`config.mk`:
```
export PLATFORM = sky130hd
export DESIGN_NAME = dwt2d_level_seq
export DESIGN_NICKNAME = d
export VERILOG_FILES = /design/src/rtl/dwt2d_seq_pkg.sv /design/src/rtl/dwt2d_addr_map.sv /design/src/rtl/dwt2d_pass_sched.sv /design/src/rtl/dwt2d_level_seq.sv
export SDC_FILE = /design/constraint.sdc
export NUM_CORES = 1
export LEC_CHECK = 0
export ABC_AREA = 1
export BUFFER_PORTS_ARGS = -buffer_cell sky130_fd_sc_hd__buf_2
export CAP_MARGIN = 20
export CELL_PAD_IN_SITES_DETAIL_PLACEMENT = 1
export CELL_PAD_IN_SITES_GLOBAL_PLACEMENT = 1
export CORE_MARGIN = 4
export CORE_UTILIZATION = 39
export CTS_BUF_LIST = sky130_fd_sc_hd__clkbuf_2 sky130_fd_sc_hd__clkbuf_4 sky130_fd_sc_hd__clkbuf_8
export DETAILED_ROUTE_END_ITERATION = 7
export PLACE_DENSITY = 0.85
export SYNTH_ARGS = -nofsm -noshare
export SYNTH_HDL_FRONTEND = slang
export SYNTH_SLANG_ARGS = --single-unit
```
`constraint.sdc`:
```
create_clock -name clk -period 4.95 [get_ports clk]
set_input_delay 0.495 -clock clk [delete_from_list [all_inputs] [get_ports clk]]
set_output_delay 0.495 -clock clk [all_outputs]
set_load 0.02 [all_outputs]
```
`src/rtl/dwt2d_seq_pkg.sv`:
```
package dwt2d_seq_pkg;

   // Walk phase for one line: idle, streaming reads out, collecting results
   typedef enum logic [1:0] {
      ST_IDLE = 2'd0,
      ST_SEND = 2'd1,
      ST_RECV = 2'd2
   } seq_state_e;

endpackage

```
`src/rtl/dwt2d_addr_map.sv`:
```
module dwt2d_addr_map #(
   parameter int FRAME_DIM = 128,
   localparam int IDX_W = $clog2(FRAME_DIM),
   localparam int ADDR_W = 2 * IDX_W
) (
   input  logic              col_pass,
   input  logic [IDX_W-1:0]  line_idx,
   input  logic [IDX_W-1:0]  pos_idx,
   output logic [ADDR_W-1:0] addr
);

   // Row pass: line selects the row; column pass: line selects the column
   assign addr = col_pass ? {pos_idx, line_idx} : {line_idx, pos_idx};

endmodule

```
`src/rtl/dwt2d_pass_sched.sv`:
```
module dwt2d_pass_sched #(
   parameter int FRAME_DIM  = 128,
   parameter int MAX_LEVELS = 3,
   localparam int LVL_W = $clog2(MAX_LEVELS + 1),
   localparam int LEN_W = $clog2(FRAME_DIM) + 1
) (
   input  logic             clk,
   input  logic             rst_n,
   input  logic             load,
   input  logic [LVL_W-1:0] levels,
   input  logic             inverse,
   input  logic             advance,
   output logic             col_pass,
   output logic             last_pass,
   output logic             inv,
   output logic [LEN_W-1:0] side
);

   logic [LVL_W-1:0] level;
   logic [LVL_W-1:0] nlev;

   always_ff @(posedge clk) begin
      if (!rst_n) begin
         level    <= '0;
         nlev     <= '0;
         col_pass <= 1'b0;
         inv      <= 1'b0;
      end else if (load) begin
         nlev     <= levels;
         inv      <= inverse;
         level    <= inverse ? levels : LVL_W'(1);
         col_pass <= inverse;
      end else if (advance) begin
         if (!inv) begin
            col_pass <= ~col_pass;
            if (col_pass) level <= level + 1'b1;
         end else begin
            col_pass <= ~col_pass;
            if (!col_pass) level <= level - 1'b1;
         end
      end
   end

   assign last_pass = inv ? (level == LVL_W'(1) && !col_pass)
                          : (level == nlev && col_pass);
   assign side = LEN_W'(FRAME_DIM) >> (level - 1'b1);

endmodule

```
`src/rtl/dwt2d_level_seq.sv`:
```
module dwt2d_level_seq
   import dwt2d_seq_pkg::*;
#(
   parameter int FRAME_DIM  = 128,
   parameter int DATA_W     = 12,
   parameter int MAX_LEVELS = 3,
   parameter int LVL_IN_W   = 3,
   localparam int IDX_W  = $clog2(FRAME_DIM),
   localparam int ADDR_W = 2 * IDX_W,
   localparam int LEN_W  = IDX_W + 1,
   localparam int LVL_W  = $clog2(MAX_LEVELS + 1)
) (
   input  logic                clk,
   input  logic                rst_n,
   input  logic                start,
   input  logic [LVL_IN_W-1:0] levels,
   input  logic                inverse,
   output logic                done,
   output logic                mem_rd_en,
   output logic [ADDR_W-1:0]   mem_rd_addr,
   input  logic [DATA_W-1:0]   mem_rd_data,
   output logic                mem_wr_en,
   output logic [ADDR_W-1:0]   mem_wr_addr,
   output logic [DATA_W-1:0]   mem_wr_data,
   output logic                lu_in_valid,
   output logic [DATA_W-1:0]   lu_in_data,
   output logic [LEN_W-1:0]    lu_len,
   output logic                lu_inverse,
   input  logic                lu_out_valid,
   input  logic [DATA_W-1:0]   lu_out_data
);

   // Elaboration-time parameter checks
   if ((1 << IDX_W) != FRAME_DIM) begin : g_bad_dim
      $error("FRAME_DIM must be a power of two");
   end
   if (MAX_LEVELS < 1 || (FRAME_DIM >> MAX_LEVELS) < 2) begin : g_bad_lvl
      $error("MAX_LEVELS must leave at least a 2x2 low band");
   end
   if (DATA_W < 10) begin : g_bad_width
      $error("DATA_W too narrow for coefficient growth");
   end

   seq_state_e        state;
   logic [IDX_W-1:0]  line_idx, rd_idx, wr_idx;
   logic [LVL_W-1:0]  lvl_eff;
   logic              col_pass, last_pass, inv;
   logic [LEN_W-1:0]  side;
   logic [IDX_W-1:0]  side_m1;
   logic [ADDR_W-1:0] wr_addr_nx;
   logic              accept, load, zero_req, ret_last, line_last, advance;
   logic              rd_q, done_pend;

   // Level clamp only when the input can exceed the supported depth
   if ((2 ** LVL_IN_W) - 1 > MAX_LEVELS) begin : g_clamp
      assign lvl_eff = (levels > LVL_IN_W'(MAX_LEVELS)) ? LVL_W'(MAX_LEVELS)
                                                       : LVL_W'(levels);
   end else begin : g_direct
      assign lvl_eff = LVL_W'(levels);
   end

   assign accept    = (state == ST_IDLE) && start;
   assign zero_req  = accept && (lvl_eff == '0);
   assign load      = accept && (lvl_eff != '0);
   assign side_m1   = IDX_W'(side - 1'b1);
   assign line_last = (line_idx == side_m1);
   assign ret_last  = (state == ST_RECV) && lu_out_valid && (wr_idx == side_m1);
   assign advance   = ret_last && line_last && !last_pass;

   dwt2d_pass_sched #(
      .FRAME_DIM (FRAME_DIM),
      .MAX_LEVELS(MAX_LEVELS)
   ) u_sched (
      .clk      (clk),
      .rst_n    (rst_n),
      .load     (load),
      .levels   (lvl_eff),
      .inverse  (inverse),
      .advance  (advance),
      .col_pass (col_pass),
      .last_pass(last_pass),
      .inv      (inv),
      .side     (side)
   );

   dwt2d_addr_map #(.FRAME_DIM(FRAME_DIM)) u_rd_map (
      .col_pass(col_pass),
      .line_idx(line_idx),
      .pos_idx (rd_idx),
      .addr    (mem_rd_addr)
   );

   dwt2d_addr_map #(.FRAME_DIM(FRAME_DIM)) u_wr_map (
      .col_pass(col_pass),
      .line_idx(line_idx),
      .pos_idx (wr_idx),
      .addr    (wr_addr_nx)
   );

   assign mem_rd_en   = (state == ST_SEND);
   assign lu_in_valid = rd_q;
   assign lu_in_data  = mem_rd_data;
   assign lu_len      = side;
   assign lu_inverse  = inv;

   always_ff @(posedge clk) begin
      if (!rst_n) begin
         state    <= ST_IDLE;
         line_idx <= '0;
         rd_idx   <= '0;
         wr_idx   <= '0;
      end else begin
         unique case (state)
            ST_IDLE: if (load) begin
               state    <= ST_SEND;
               line_idx <= '0;
               rd_idx   <= '0;
               wr_idx   <= '0;
            end
            ST_SEND: begin
               if (rd_idx == side_m1) begin
                  rd_idx <= '0;
                  state  <= ST_RECV;
               end else begin
                  rd_idx <= rd_idx + 1'b1;
               end
            end
            ST_RECV: if (lu_out_valid) begin
               if (wr_idx == side_m1) begin
                  wr_idx <= '0;
                  if (line_last) begin
                     line_idx <= '0;
                     state    <= last_pass ? ST_IDLE : ST_SEND;
                  end else begin
                     line_idx <= line_idx + 1'b1;
                     state    <= ST_SEND;
                  end
               end else begin
                  wr_idx <= wr_idx + 1'b1;
               end
            end
            default: state <= ST_IDLE;
         endcase
      end
   end

   always_ff @(posedge clk) begin
      if (!rst_n) begin
         rd_q        <= 1'b0;
         mem_wr_en   <= 1'b0;
         mem_wr_addr <= '0;
         mem_wr_data <= '0;
         done_pend   <= 1'b0;
         done        <= 1'b0;
      end else begin
         rd_q        <= mem_rd_en;
         mem_wr_en   <= (state == ST_RECV) && lu_out_valid;
         mem_wr_addr <= wr_addr_nx;
         mem_wr_data <= lu_out_data;
         done_pend   <= ret_last && line_last && last_pass;
         done        <= done_pend || zero_req;
      end
   end

endmodule

```
* Yosys cells after proc, flatten, opt, wreduce, memory -nomap -nowiden
Cells that the tools add are included.
** Word-level totals
- Output and inout port bits :: 65
- Input bits :: 32
- Bits in registers :: 59
- Word-level logic and storage cells :: 89
** Cells by class
- $lt $le $gt $ge :: 1
- Equality and inequality tests :: 12
- Multiplexer cells :: 29
- Bitwise logic cells :: 1
- Reductions and logical operators :: 25
- $add $sub $neg :: 6
- Shift-type cells :: 1
** Operators by type and width (count)
- $mux W7 :: 7
- $pmux W7 S2 :: 3
- $mux W14 :: 2
- $mux W2 :: 11
- $add A7 B1 Y7 const B :: 3
- $eq A7 B7 Y1 :: 3
- $logic_and A1 B1 Y1 :: 10
- $reduce_and A4 Y1 :: 2
- $reduce_bool A2 Y1 :: 4
- $shr A8 B2 Y8 const A :: 1
- $sub A7 B1 Y7 const B :: 1
- $pmux W2 S3 :: 1
- $reduce_and A3 Y1 :: 2
- $mux W1 :: 5
- $eq A2 B1 Y1 const B :: 2
- $logic_not A2 Y1 :: 2
- $ne A2 B1 Y1 const B :: 2
- $ne A2 B2 Y1 const B :: 2
- $gt A3 B2 Y1 const B :: 1
- $ne A3 B3 Y1 const B :: 1
- $reduce_bool A3 Y1 :: 1
- $add A2 B1 Y2 const B :: 1
- $eq A2 B2 Y1 :: 1
- $eq A2 B2 Y1 const B :: 1
- 5 further kinds :: 6

* Longest topological paths before layout
- Word-level depth :: 9
- Mapped depth :: 14
- Gate-level depth less buffers :: 14

* Cells and area by module
A second synthesis with hierarchy kept.
** Second synthesis, totals
- Cells, all modules :: 548
- Area, all modules :: 3493.4 µm²
** By module, submodules not included
- dwt2d_level_seq :: sequential area each 1061.0 µm², cells an instance 395, area each 2703.8 µm², times used 1
- dwt2d_pass_sched :: sequential area each 120.1 µm², cells an instance 63, area each 429.2 µm², times used 1
- dwt2d_addr_map :: sequential area each 0.0 µm², cells an instance 45, area each 180.2 µm², times used 2

* Worst setup path before layout
Ideal clock, no wire load.
- Path kind :: register to register
- Start point :: reg u_sched.level[0]
- End point :: reg u_sched.level[0]
- Path buffers :: 0
- Data arrival time :: 1.646 ns
- Path slack :: 3.189 ns
- Period minus slack after synthesis :: 1.761 ns
- Cell stages (with the launch flop) :: 14
- Data required time :: 4.835 ns
- Path through :: dfxtp_1 > inv_1 > ha_1 > inv_1 > nand2_1 > nand2_1 > nor2_2 > nand2_2 > nor2_1 > nand3_1 > nand2_1 > nand3_1 > nand2_1 > nor2_1
** Between the ends
- Word-level cells in the longest chain between the ends :: 9
- Elaborated cells between the ends (all ways) :: 22
** RTL lines
- start, declared :: RTL line dwt2d_pass_sched.sv:19 : logic [LVL_W-1:0] level;
- start signal, assigned :: RTL line dwt2d_pass_sched.sv:31 : level <= inverse ? levels : LVL_W'(1);
- start signal, assigned :: RTL line dwt2d_pass_sched.sv:36 : if (col_pass) level <= level + 1'b1;
- start signal, assigned :: RTL line dwt2d_pass_sched.sv:39 : if (!col_pass) level <= level - 1'b1;
- $sub A2 B1 Y2 (*) :: RTL line dwt2d_pass_sched.sv:46 : assign side = LEN_W'(FRAME_DIM) >> (level - 1'b1);
- $shr A8 B2 Y8 (*) :: RTL line dwt2d_pass_sched.sv:46
- named net lu_len[4] :: RTL line dwt2d_level_seq.sv:27 : output logic [LEN_W-1:0] lu_len,
- $sub A7 B1 Y7 (*) :: RTL line dwt2d_level_seq.sv:65 : assign side_m1 = IDX_W'(side - 1'b1);
- $eq A7 B7 Y1 :: RTL line dwt2d_level_seq.sv:67 : assign ret_last = (state == ST_RECV) && lu_out_valid && (wr_idx == side_m1);
- $logic_and A1 B1 Y1 :: RTL line dwt2d_level_seq.sv:67
- $logic_and A1 B1 Y1 (*) (2 in a row) :: RTL line dwt2d_level_seq.sv:68 : assign advance = ret_last && line_last && !last_pass;
- $reduce_bool A2 Y1 (no line) (*)
- $reduce_and A3 Y1 (no line) (*)
The timed path passes the listed nets; every way through them passes the cells marked *. The select of a mux whose other input is x is not followed.
A chain may end at the register's enable or synchronous reset.

* Worst setup path after layout
- Start point :: reg u_sched.col_pass
- End point :: out mem_rd_addr[9]
** Between the ends
- Word-level cells in the longest chain between the ends :: 1
** RTL lines
- start, declared :: RTL line dwt2d_pass_sched.sv:13 : output logic col_pass,
- start signal, assigned :: RTL line dwt2d_pass_sched.sv:32 : col_pass <= inverse;
- start signal, assigned :: RTL line dwt2d_pass_sched.sv:35 : col_pass <= ~col_pass;
- start signal, assigned :: RTL line dwt2d_pass_sched.sv:38 : col_pass <= ~col_pass;
- $mux W14 :: RTL line dwt2d_addr_map.sv:13 : assign addr = col_pass ? {pos_idx, line_idx} : {line_idx, pos_idx};
- end, declared :: RTL line dwt2d_level_seq.sv:20 : output logic [ADDR_W-1:0] mem_rd_addr,
No other way between the ends.

==> flow_summary_export.csv <==
group,metric,value,unit
run_status,status,"finished, final reports clean",
finish,diodes,0,
die,die_h,93.98,microns
clock_tree,post_cts_buffers,0,
clock_tree,h-tree-depth,3,
timing,hold_viol,0,
place,gp_congestion,0.8574,
clock_tree,path_clk_slew,0.07,ns
finish,n_fill_cell,958,
global_route,grt_pass1_wl,13300,microns
drt,vias,2730,
finish,postLayoutCellArea,0.003428,sq mm
die,num_io_pins,97,
critical_path,crit_chain,"inv_1 -> nand2_1 -> o21ai_0 -> buf_2",
logic_synthesis,synth.yosys.warnings,0,
drt,drc_errors,0,
clock_tree,cts-buffers-inserted,9,
global_route,grt_pass1_vias,2795,
worst_hold_path,hold_depth,3,
place,port_buffers,68,
finish,drive_above_1_share,23.59,%
clock_tree,post_cts_resized,0,
logic_synthesis,avgSynthCellArea,7.207,sq um
critical_path,end_kind,"primary output",
drt,viasPerCell,4.866,
global_route,track_usage,19.44,%
power,peakVddDrop,0.1755,mV
die,coreArea,0.007214,sq mm
worst_hold_path,hold_class,"input port to register",
place,placed_area,0.003202,sq mm
logic_synthesis,synth_cells,400,
timing,skew,0.006331,ns
drt,initialDrtViolationCount,83,
critical_path,crit_required,4.45,ns
critical_path,arrival,1.68,ns
drt,routedWlPerCell,14.54,microns
global_route,antenna_found_initial,0,
logic_synthesis,seq_area_frac_synth,40.97,%
timing,rsz0062_at_grt,"false",
power,leakage,1.609,nW
global_route,overflow,0,
critical_path,r2r-end,"u_sched.level[1]$_SDFFE_PN0P_",
global_route,grt_max_degree,27,
critical_path,slowest_delay,0.54,ns
critical_path,rrSetupSlack,2.79,ns
finish,nets,497,
critical_path,crit_slowest_cell,"inv_1",
timing,timing.fmax,0.4593,GHz
critical_path,r2r_start,"u_sched.level[0]$_SDFFE_PN0P_",
logic_synthesis,synth_cell_types,35,
clock_tree,clkLatencyLatePin,0.34,ns
place,dp_hpwl,6307,microns
timing,tightest_slew,0.7385,ns
timing,relSlewSlack,50.71,%
timing,period_share,43.99,%
clock_tree,cts_buffer_depth,2,
timing,fin_setup_tns,0,ns
clock_tree,root_buffer,"clkbuf_8",
clock_tree,hold_buffers,0,
die,start_util,39.96,%
die,die_area,0.008831,sq mm
drt,drtAntennaViolNets,0,
finish,syn_to_final_growth,18.92,%
job,max-cap-violations,0,
place,dp.cells,545,
drt,wl,8158,microns
logic_synthesis,syn_area,0.002883,sq mm
finish,multi_input_area,0.001336,sq mm
power,powerDensity,416.0,mW/mm^2
timing,fin_hold_ws,0.3314,ns
finish,seq_area,0.001181,sq mm
critical_path,cp_max_fo,25,
critical_path,cp-start-kind,"register",
drt,drt_first_pass_iters,4,
timing,period_minus_slack,2.177,ns
finish,final-instance-count-excl-fill,561,
worst_hold_path,hp-start,"lu_out_data[9]",
critical_path,rr_worst_depth,11,
critical_path,criticalPathCategory,"register to primary output",
worst_hold_path,hold_end,"mem_wr_data[9]$_SDFF_PN0_",
timing,setup_viol,0,
logic_synthesis,synth-seq-cells,59,
die,die_w,93.98,microns
timing,drv_slew,0,
clock_tree,cts.sinks,59,
clock_tree,cts_tree,"yes",
die,rows,31,
layer usage:
metal / track usage (%) / wire, microns / vias up / share of wire (%)
met2: 33.89 / 4016 / 80 / 49
met1: 21.76 / 3455 / 1281 / 42
met4: 9.025 / 202 / 0 / 2.5
met3: 5.449 / 483 / 15 / 5.9
li1: - / - / 1354 / -
met5: 0 / 0 / - / 0
final cells by class:
class | instances | area share, %
Clock buffer | 12 | 4.453
Clock inverter | 4 | 2.153
Inverter | 54 | 5.985
Multi-Input combinational cell | 263 | 38.98
Sequential cell | 59 | 34.45
Tap cell | 99 | 3.613
Timing Repair Buffer | 70 | 10.36
cell usage after synthesis:
master / n / area [sq um]
nand2_1: 101 / 379.1
dfxtp_1: 59 / 1181
inv_1: 49 / 183.9
a21oi_1: 38 / 190.2
nor2_1: 33 / 123.9
o21ai_0: 25 / 125.1
buf_4: 16 / 120.1
nand3_1: 11 / 55.05
ha_1: 8 / 100.1
nand2_4: 5 / 56.30
buf_1: 4 / 15.01
clkbuf_1: 4 / 15.01
inv_2: 4 / 15.01
nor3_1: 4 / 20.02
o22ai_1: 4 / 25.02
xnor2_1: 4 / 35.03
nand2_2: 3 / 18.77
nand4_1: 3 / 18.77
nor2_2: 3 / 18.77
xor2_1: 3 / 26.28
a31oi_1: 2 / 12.51
buf_2: 2 / 10.01
nor2_4: 2 / 22.52
o21ai_2: 2 / 17.52
a21oi_2: 1 / 8.760
a32o_1: 1 / 10.01
and2_1: 1 / 6.260
buf_6: 1 / 11.26
conb_1: 1 / 3.750
inv_4: 1 / 6.260
nand2_8: 1 / 20.02
nor3_2: 1 / 10.01
nor3b_1: 1 / 7.510
nor4_1: 1 / 6.260
o21a_1: 1 / 7.510
worst max-delay path by stage:
stage	start	end	slack (ns)	cells after the start
CTS	u_sched.level[0]$_SDFFE_PN0P_	u_sched.level[1]$_SDFFE_PN0P_	2.75	11
finish	u_sched.col_pass$_SDFFE_PN0P_	mem_rd_addr[9]	2.77	4
global route	u_sched.level[0]$_SDFFE_PN0P_	u_sched.level[1]$_SDFFE_PN0P_	2.50	11
global placement	rst_n	wr_idx[2]$_SDFFE_PN0P_	2.97	8
detailed placement	u_sched.level[0]$_SDFFE_PN0P_	u_sched.level[1]$_SDFFE_PN0P_	2.84	11
floorplan	u_sched.level[0]$_SDFFE_PN0P_	u_sched.level[0]$_SDFFE_PN0P_	3.19	13
through the flow:
stage               power, mW  worst slack [ns]  util, %
floorplan              0.8457             3.189        -
global placement       0.9197             2.969    44.38
detailed placement     0.9325             2.837    44.38
CTS                     1.440             2.751    47.52
global route            1.503             2.496    47.52
finish                  1.426             2.773    47.52
state kept, by name, indices dropped and copies added, names as in the netlist, 2 cells and up:
name           cells
rd_idx             7
state              2
u_sched.nlev       2
mem_wr_data       12
u_sched.level      2
wr_idx             7
mem_wr_addr       14
line_idx           7
cell usage in the layout, fill, tap and decap left out, drive strengths merged:
master and n:
conb 4, and2 1, nor3b 1, o21a 1
xor2 3, a31oi 2, nor2 38, a21oi 39
nand4 3, clkinv 2, ha 8, o21ai 27
nor3 5, xnor2 4, dfxtp 59, nand2 110
bufinv 2, a32o 1, nor4 1, nand3 11
clkbuf 12, inv 54, o22ai 4, buf 70
where the power goes:
group | switching (mW) | internal, mW
Sequential | 0.0281 | 0.505
Clock | 0.196 | 0.309
Combinational | 0.271 | 0.118
cells by family after synthesis:
kind of cell | share of synthesized area [%]
DFF | 40.97
xor gates and xnor gates | 2.127
AOI/OAI and AO/OA | 13.76
buffers and inverters | 13.06
and+or+nand+nor | 26.48
other | 0.1301
adders and majority gates | 3.472
worst max-delay path, delay by kind of cell, from the launching register on:
| family | cells | cell delay [ns] |
|---|---|---|
| AOI/OAI and AO/OA | 1 | 0.13 |
| buffers and inverters | 2 | 0.74 |
| DFF | 1 | 0.31 |
| and+or+nand+nor | 1 | 0.16 |
Note: power is estimated with default switching activity, not from simulation.
